**src/rtl/rwalk_pkg.sv**
```systemverilog
package rwalk_pkg;
  localparam int DATA_W    = 64;
  localparam int VALID_BIT = 63;
  localparam int LEAF_BIT  = 62;
  localparam int F_NOENT   = 0;
  localparam int F_BADCFG  = 1;
  localparam logic [DATA_W-1:0] BASE_MASK  = 64'h00FF_FFFF_FFFF_FF00;
  localparam logic [DATA_W-1:0] RPN_MASK   = 64'h00FF_FFFF_FFFF_F000;
  localparam logic [DATA_W-1:0] ALIGN_MASK = 64'hFFFF_FFFF_FFFF_FFF8;

  typedef enum logic [1:0] {
    ST_IDLE,
    ST_ISSUE,
    ST_WAIT
  } walk_state_t;
endpackage

```
**src/rtl/rw_entry_addr.sv**
```systemverilog
module rw_entry_addr
  import rwalk_pkg::*;
#(
  parameter int WW  = 5,
  parameter int SZW = 7
) (
  input  logic [DATA_W-1:0] base,
  input  logic [DATA_W-1:0] va,
  input  logic [WW-1:0]     width,
  input  logic [SZW-1:0]    remain,
  output logic [DATA_W-1:0] addr
);
  logic [SZW-1:0]    shift;
  logic [DATA_W-1:0] idx;

  always_comb begin
    shift = remain - SZW'(width);
    idx   = (va >> shift) & ((DATA_W'(1) << width) - DATA_W'(1));
    addr  = (base & ALIGN_MASK) + (idx << 3);
  end
endmodule

```
**src/rtl/rw_leaf_merge.sv**
```systemverilog
module rw_leaf_merge
  import rwalk_pkg::*;
#(
  parameter int SZW = 7
) (
  input  logic [DATA_W-1:0] entry,
  input  logic [DATA_W-1:0] va,
  input  logic [SZW-1:0]    psize,
  output logic [DATA_W-1:0] raddr
);
  logic [DATA_W-1:0] low;

  always_comb begin
    low   = (DATA_W'(1) << psize) - DATA_W'(1);
    raddr = (entry & RPN_MASK & ~low) | (va & low);
  end
endmodule

```
**src/rtl/radix_walker.sv**
```systemverilog
module radix_walker
  import rwalk_pkg::*;
#(
  parameter int MAX_LEVELS = 4,
  parameter int MIN_WIDTH  = 5,
  parameter int WW         = 5,
  parameter int SZW        = 7
) (
  input  logic              clk,
  input  logic              rst_n,
  input  logic              req_valid,
  output logic              req_ready,
  input  logic [63:0]       req_va,
  input  logic [63:0]       req_root_base,
  input  logic [WW-1:0]     req_root_width,
  input  logic [SZW-1:0]    req_total_size,
  output logic              rd_valid,
  input  logic              rd_ready,
  output logic [63:0]       rd_addr,
  input  logic              rd_rsp_valid,
  input  logic [63:0]       rd_rsp_data,
  output logic              busy,
  output logic              done,
  output logic [1:0]        fault_cause,
  output logic [63:0]       real_addr,
  output logic [SZW-1:0]    page_size,
  output logic [63:0]       leaf_entry,
  output logic [63:0]       leaf_addr
);
  localparam int LVLW = $clog2(MAX_LEVELS + 1);

  walk_state_t       state_q;
  logic [63:0]       va_q, base_q, addr_q, ent_addr, merged;
  logic [WW-1:0]     w_q;
  logic [SZW-1:0]    rem_q, rem_next;
  logic [LVLW-1:0]   lvl_q;
  logic              cfg_bad, accept;

  rw_entry_addr #(.WW(WW), .SZW(SZW)) u_addr (
    .base(base_q), .va(va_q), .width(w_q), .remain(rem_q), .addr(ent_addr)
  );

  rw_leaf_merge #(.SZW(SZW)) u_merge (
    .entry(rd_rsp_data), .va(va_q), .psize(rem_next), .raddr(merged)
  );

  always_comb begin
    cfg_bad   = (lvl_q == LVLW'(MAX_LEVELS)) || (w_q < WW'(MIN_WIDTH)) ||
                (SZW'(w_q) > rem_q);
    rem_next  = rem_q - SZW'(w_q);
    busy      = (state_q != ST_IDLE);
    req_ready = !busy;
    accept    = req_valid && req_ready;
    rd_valid  = (state_q == ST_ISSUE) && !cfg_bad;
    rd_addr   = ent_addr;
  end

  always_ff @(posedge clk or negedge rst_n) begin
    if (!rst_n) begin
      state_q     <= ST_IDLE;
      va_q        <= '0;
      base_q      <= '0;
      addr_q      <= '0;
      w_q         <= '0;
      rem_q       <= '0;
      lvl_q       <= '0;
      done        <= 1'b0;
      fault_cause <= '0;
      real_addr   <= '0;
      page_size   <= '0;
      leaf_entry  <= '0;
      leaf_addr   <= '0;
    end else begin
      case (state_q)
        ST_IDLE: if (accept) begin
          va_q        <= req_va;
          base_q      <= req_root_base;
          w_q         <= req_root_width;
          rem_q       <= req_total_size;
          lvl_q       <= '0;
          done        <= 1'b0;
          fault_cause <= '0;
          state_q     <= ST_ISSUE;
        end
        ST_ISSUE: begin
          if (cfg_bad) begin
            fault_cause[F_BADCFG] <= 1'b1;
            done    <= 1'b1;
            state_q <= ST_IDLE;
          end else if (rd_ready) begin
            addr_q  <= ent_addr;
            state_q <= ST_WAIT;
          end
        end
        ST_WAIT: if (rd_rsp_valid) begin
          lvl_q <= lvl_q + LVLW'(1);
          if (!rd_rsp_data[VALID_BIT]) begin
            fault_cause[F_NOENT] <= 1'b1;
            done    <= 1'b1;
            state_q <= ST_IDLE;
          end else if (rd_rsp_data[LEAF_BIT]) begin
            rem_q      <= rem_next;
            page_size  <= rem_next;
            real_addr  <= merged;
            leaf_entry <= rd_rsp_data;
            leaf_addr  <= addr_q;
            done       <= 1'b1;
            state_q    <= ST_IDLE;
          end else begin
            rem_q   <= rem_next;
            w_q     <= rd_rsp_data[WW-1:0];
            base_q  <= rd_rsp_data & BASE_MASK;
            state_q <= ST_ISSUE;
          end
        end
        default: state_q <= ST_IDLE;
      endcase
    end
  end

  // a stalled read keeps its request and address
  a_r4_read_held: assert property (@(posedge clk) disable iff (!rst_n)
    rd_valid && !rd_ready |=> rd_valid && $stable(rd_addr));

  // no read while the request side is open
  a_r1_idle_no_read: assert property (@(posedge clk) disable iff (!rst_n)
    req_ready |-> !rd_valid);

  // busy and done never overlap
  a_r1_busy_not_done: assert property (@(posedge clk) disable iff (!rst_n)
    busy |-> !done);

  // results hold until a new request
  a_r9_done_hold: assert property (@(posedge clk) disable iff (!rst_n)
    done && !req_valid |=> done && $stable(fault_cause) && $stable(real_addr)
      && $stable(page_size) && $stable(leaf_addr));

  // at most one cause
  a_r9_one_cause: assert property (@(posedge clk) disable iff (!rst_n)
    $onehot0(fault_cause));
endmodule

```
**config.mk**
```make
export PLATFORM = sky130hd
export DESIGN_NAME = radix_walker
export DESIGN_NICKNAME = d
export VERILOG_FILES = /design/src/rtl/rwalk_pkg.sv /design/src/rtl/rw_entry_addr.sv /design/src/rtl/rw_leaf_merge.sv /design/src/rtl/radix_walker.sv
export SDC_FILE = /design/constraint.sdc
export NUM_CORES = 1
export LEC_CHECK = 0
export ABC_AREA = 0
export ABC_CLOCK_PERIOD_IN_PS = 7880
export BUFFER_PORTS_ARGS = -buffer_cell sky130_fd_sc_hd__buf_2
export CAP_MARGIN = 10
export CORE_ASPECT_RATIO = 1.1
export CORE_MARGIN = 2
export CORE_UTILIZATION = 35
export CTS_BUF_LIST = sky130_fd_sc_hd__clkbuf_8
export CTS_CLUSTER_DIAMETER = 30
export DETAILED_ROUTE_END_ITERATION = 16
export SKIP_LAST_GASP = 1
export SLEW_MARGIN = 10
export SYNTH_ARGS = -nofsm -noshare
export SYNTH_HDL_FRONTEND = slang
export SYNTH_SLANG_ARGS = --single-unit
```
**constraint.sdc**
```tcl
create_clock -name clk -period 7.88 [get_ports clk]
set_clock_uncertainty 0.2 [all_clocks]
set_input_delay 2.364 -clock clk [delete_from_list [all_inputs] [get_ports clk]]
set_output_delay 2.364 -clock clk [all_outputs]
set_load 0.01 [all_outputs]
```
==> results.toml <==
[status]
outcome = "finished, violations left"
violations = "setup timing"

[timing]
rsz0062_at_grt = "yes"
period_share = 1.151
max_slew_margin = 0.2439
maxSlewViolCount = 0
hold_violations = 0
setup_ws_ns = -1.190
finalSetupTns_ns = -45.66
period_needed_ns = 9.070
setup_viol = 57
fmax_mhz = 110.3
worst_pin_slew_ns = 1.130

[die]
dieArea_um2 = 74260
die_h_um = 285.6
start_util = 0.3528
row_count = 103
dieWidth_um = 260.0
io_pins = 478
core_um2 = 71520

[clocking]
clk_latency_ns = 0.70
cts.path.max_buffers = 3
cts.clk_slew.worst_paths_ns = 0.06
cts_sinks = 401
cts-hold-fix-buffers = 0
root_buffer = "clkbuf_8"
cts.htree.levels = 3
cts_buffers = 101
cts_tree = "done"

[yosys]
synthArstFlopShare = 1.000
synth_edf_count = 0
synthMuxAreaShare = 0.1446
synth_seq_cells = 401
avgSynthCellArea_um2 = 8.657
yosys.area_share.simple = 0.1886
synthFlopType = "dfrtp_1"
yosysUniqueCellTypes = 91
synth-xor-area-share = 0.02563
synth_fa_ha_area_frac = 0.03778
yosys_warnings = 0
ys_seq_area_frac = 0.3977
synth-compound-area-share = 0.1667
synth_cells = 2915
netlist_area_um2 = 25230
synth_top_family_by_area = "simple AND/OR/NAND/NOR gates"

[global_route]
grt_busiest_layer = "met2"
grt_pass1_vias = 25590
grt_max_degree = 164
grt-ovfl-total = 0
grt_pass1_wl_um = 158100
antenna_found_initial = 14
grt_usage = 0.2802
met3_usage = 0.04528
grtUsageMet2 = 0.4522
grt_use_met1 = 0.3665

[place]
gp_congestion = 0.9693
dp_hpwl_um = 80990
io_buffers = 468

[setup_path]
r2r_end = "addr_q[56]"
critPathArrivalTime_ns = 6.51
cp-end-kind = "output pin"
cp_max_fo = 7
cp_slowest_stage_delay_ns = 0.82
cp_common_cell = "buf_6"
cp.required_ns = 5.32
reg2reg_from = "rem_q[0]"
r2r_cells = 31
cp_slowest_cell = "fa_4"
cp-endpoint = "rd_addr[58]"
ff2ff_setup_slack_ns = 1.49
critPathLaunchType = "register"
critPathKind = "reg2out"
critical_path.startpoint = "rem_q[0]"

[cells_and_area]
nFillCells = 6709
drive_gt1_frac = 0.4304
final_common_cell = "nand2_1"
finish.utilization = 0.5253
nets = 4142
layout_common_cells = "753 x nand2_1, 501 x buf_4, 437 x buf_2"
syn2layout_area_growth_pct = 48.88

[hold_path]
hold_path.class = "reg2reg"

[route]
drt_iter0_markers = 1889
ant_nets = 0
num_vias = 25930
wirelength_um = 106500
wl_per_cell_um = 21.75
drcViolationCount = 0
drt_pass1_iterations = 6
routed_via_density = 5.295

[run]
maxCapViolCount = 0
-- logic make-up (layout without fill, tap and decap cells) --
logic type	Yosys count	count (layout)
AOI/OAI and AO/OA	663	663
xor gates and xnor gates	73	73
adders and majority gates	75	75
buffers and inverters	240	1248
DFF	401	401
muxes	305	305
other	1	29
and+or+nand+nor	1157	1157
-- sequential cells by signal, indices dropped and copies added, names as in the netlist, 3 cells and up --
| signal | flops |
|---|---|
| real_addr | 64 |
| va_q | 64 |
| leaf_entry | 63 |
| addr_q | 61 |
| base_q | 61 |
| leaf_addr | 61 |
| page_size | 7 |
| rem_q | 7 |
| w_q | 5 |
| lvl_q | 3 |
-- layout make-up --
type,instances,area [µm²],area share
Multi-Input combinational cell,2294,16610,0.4421
Clock inverter,76,912.1,0.02428
Timing Repair Buffer,1028,7148,0.1903
Sequential cell,401,10030,0.2671
Clock buffer,112,1541,0.04103
Antenna cell,8,20.02,0.0005329
Tap cell,945,1182,0.03147
Inverter,32,120.1,0.003197
-- worst min-delay path by stage --
stage	to	startpoint	cells past startpoint
after floorplan	leaf_addr[32]	addr_q[32]	2
after global placement	leaf_addr[32]	addr_q[32]	2
after detailed placement	leaf_addr[32]	addr_q[32]	2
after CTS	leaf_addr[38]	addr_q[38]	2
after global routing	leaf_addr[39]	addr_q[39]	2
final	leaf_addr[38]	addr_q[38]	2
-- Yosys cell counts, drive strengths merged (9+ instances only) --
cell | instances | area share
mux2i | 153 | 0.061
and3 | 20 | 0.0050
buf | 73 | 0.014
o21ai | 221 | 0.045
a22o | 14 | 0.0049
nand2 | 785 | 0.12
o21bai | 15 | 0.0045
nor2 | 177 | 0.026
a21oi | 171 | 0.035
mux4 | 36 | 0.032
nand4 | 26 | 0.0064
o31ai | 17 | 0.0060
dfrtp | 401 | 0.40
inv | 31 | 0.0046
a211oi | 31 | 0.010
a31oi | 29 | 0.0072
a22oi | 10 | 0.0030
nor3 | 47 | 0.0097
xnor2 | 38 | 0.013
a311oi | 9 | 0.0031
clkbuf | 135 | 0.020
o22ai | 9 | 0.0022
ha | 73 | 0.036
a21o | 36 | 0.011
o211ai | 25 | 0.0080
xor2 | 35 | 0.012
nor2b | 12 | 0.0030
nand3 | 44 | 0.0087
mux2 | 116 | 0.052
o21a | 17 | 0.0051
nor4 | 12 | 0.0032
a2111oi | 12 | 0.0047
-- stage by stage --
stage | cell area (µm²) | hold WS, ns | worst slack [ns] | instances
3_3_place_gp | 31690 | 0.2439 | -1.085 | 4609
5_1_grt | 37560 | 0.2780 | -1.377 | 4891
4_1_cts | 36800 | 0.2582 | -1.202 | 4866
6_report | 37570 | 0.2536 | -1.190 | 4896
2_1_floorplan | 25310 | 0.2315 | -0.008928 | 2935
3_5_place_dp | 31690 | 0.2489 | -1.073 | 4609
-- routing by layer --
| metal | wire length (µm) | up-vias |
|---|---|---|
| li1 | - | 12160 |
| met4 | 5102 | 4 |
| met2 | 49710 | 979 |
| met3 | 6705 | 259 |
| met5 | 26 | - |
| met1 | 44940 | 12520 |
-- critical path, delay by kind of cell (launching register included) --
family | cells | cell delay [ns]
fa+ha+maj | 3 | 1.29
buf+inv | 8 | 0.94
mux | 1 | 0.34
flops | 1 | 0.40
simple gates | 6 | 0.43
compound gates | 9 | 2.08
xor+xnor | 1 | 0.30
-- what timing repair did --
action	in CTS	in global routing
endpoints found under the setup margin	59	59
buffers inserted	80	28
pin swaps	156	104
gates resized for setup	431	113
cloned	3	0
Power is left out: the tool's default activity adds up to more than one toggle a clock period on the data nets, which glitch-free logic cannot reach.
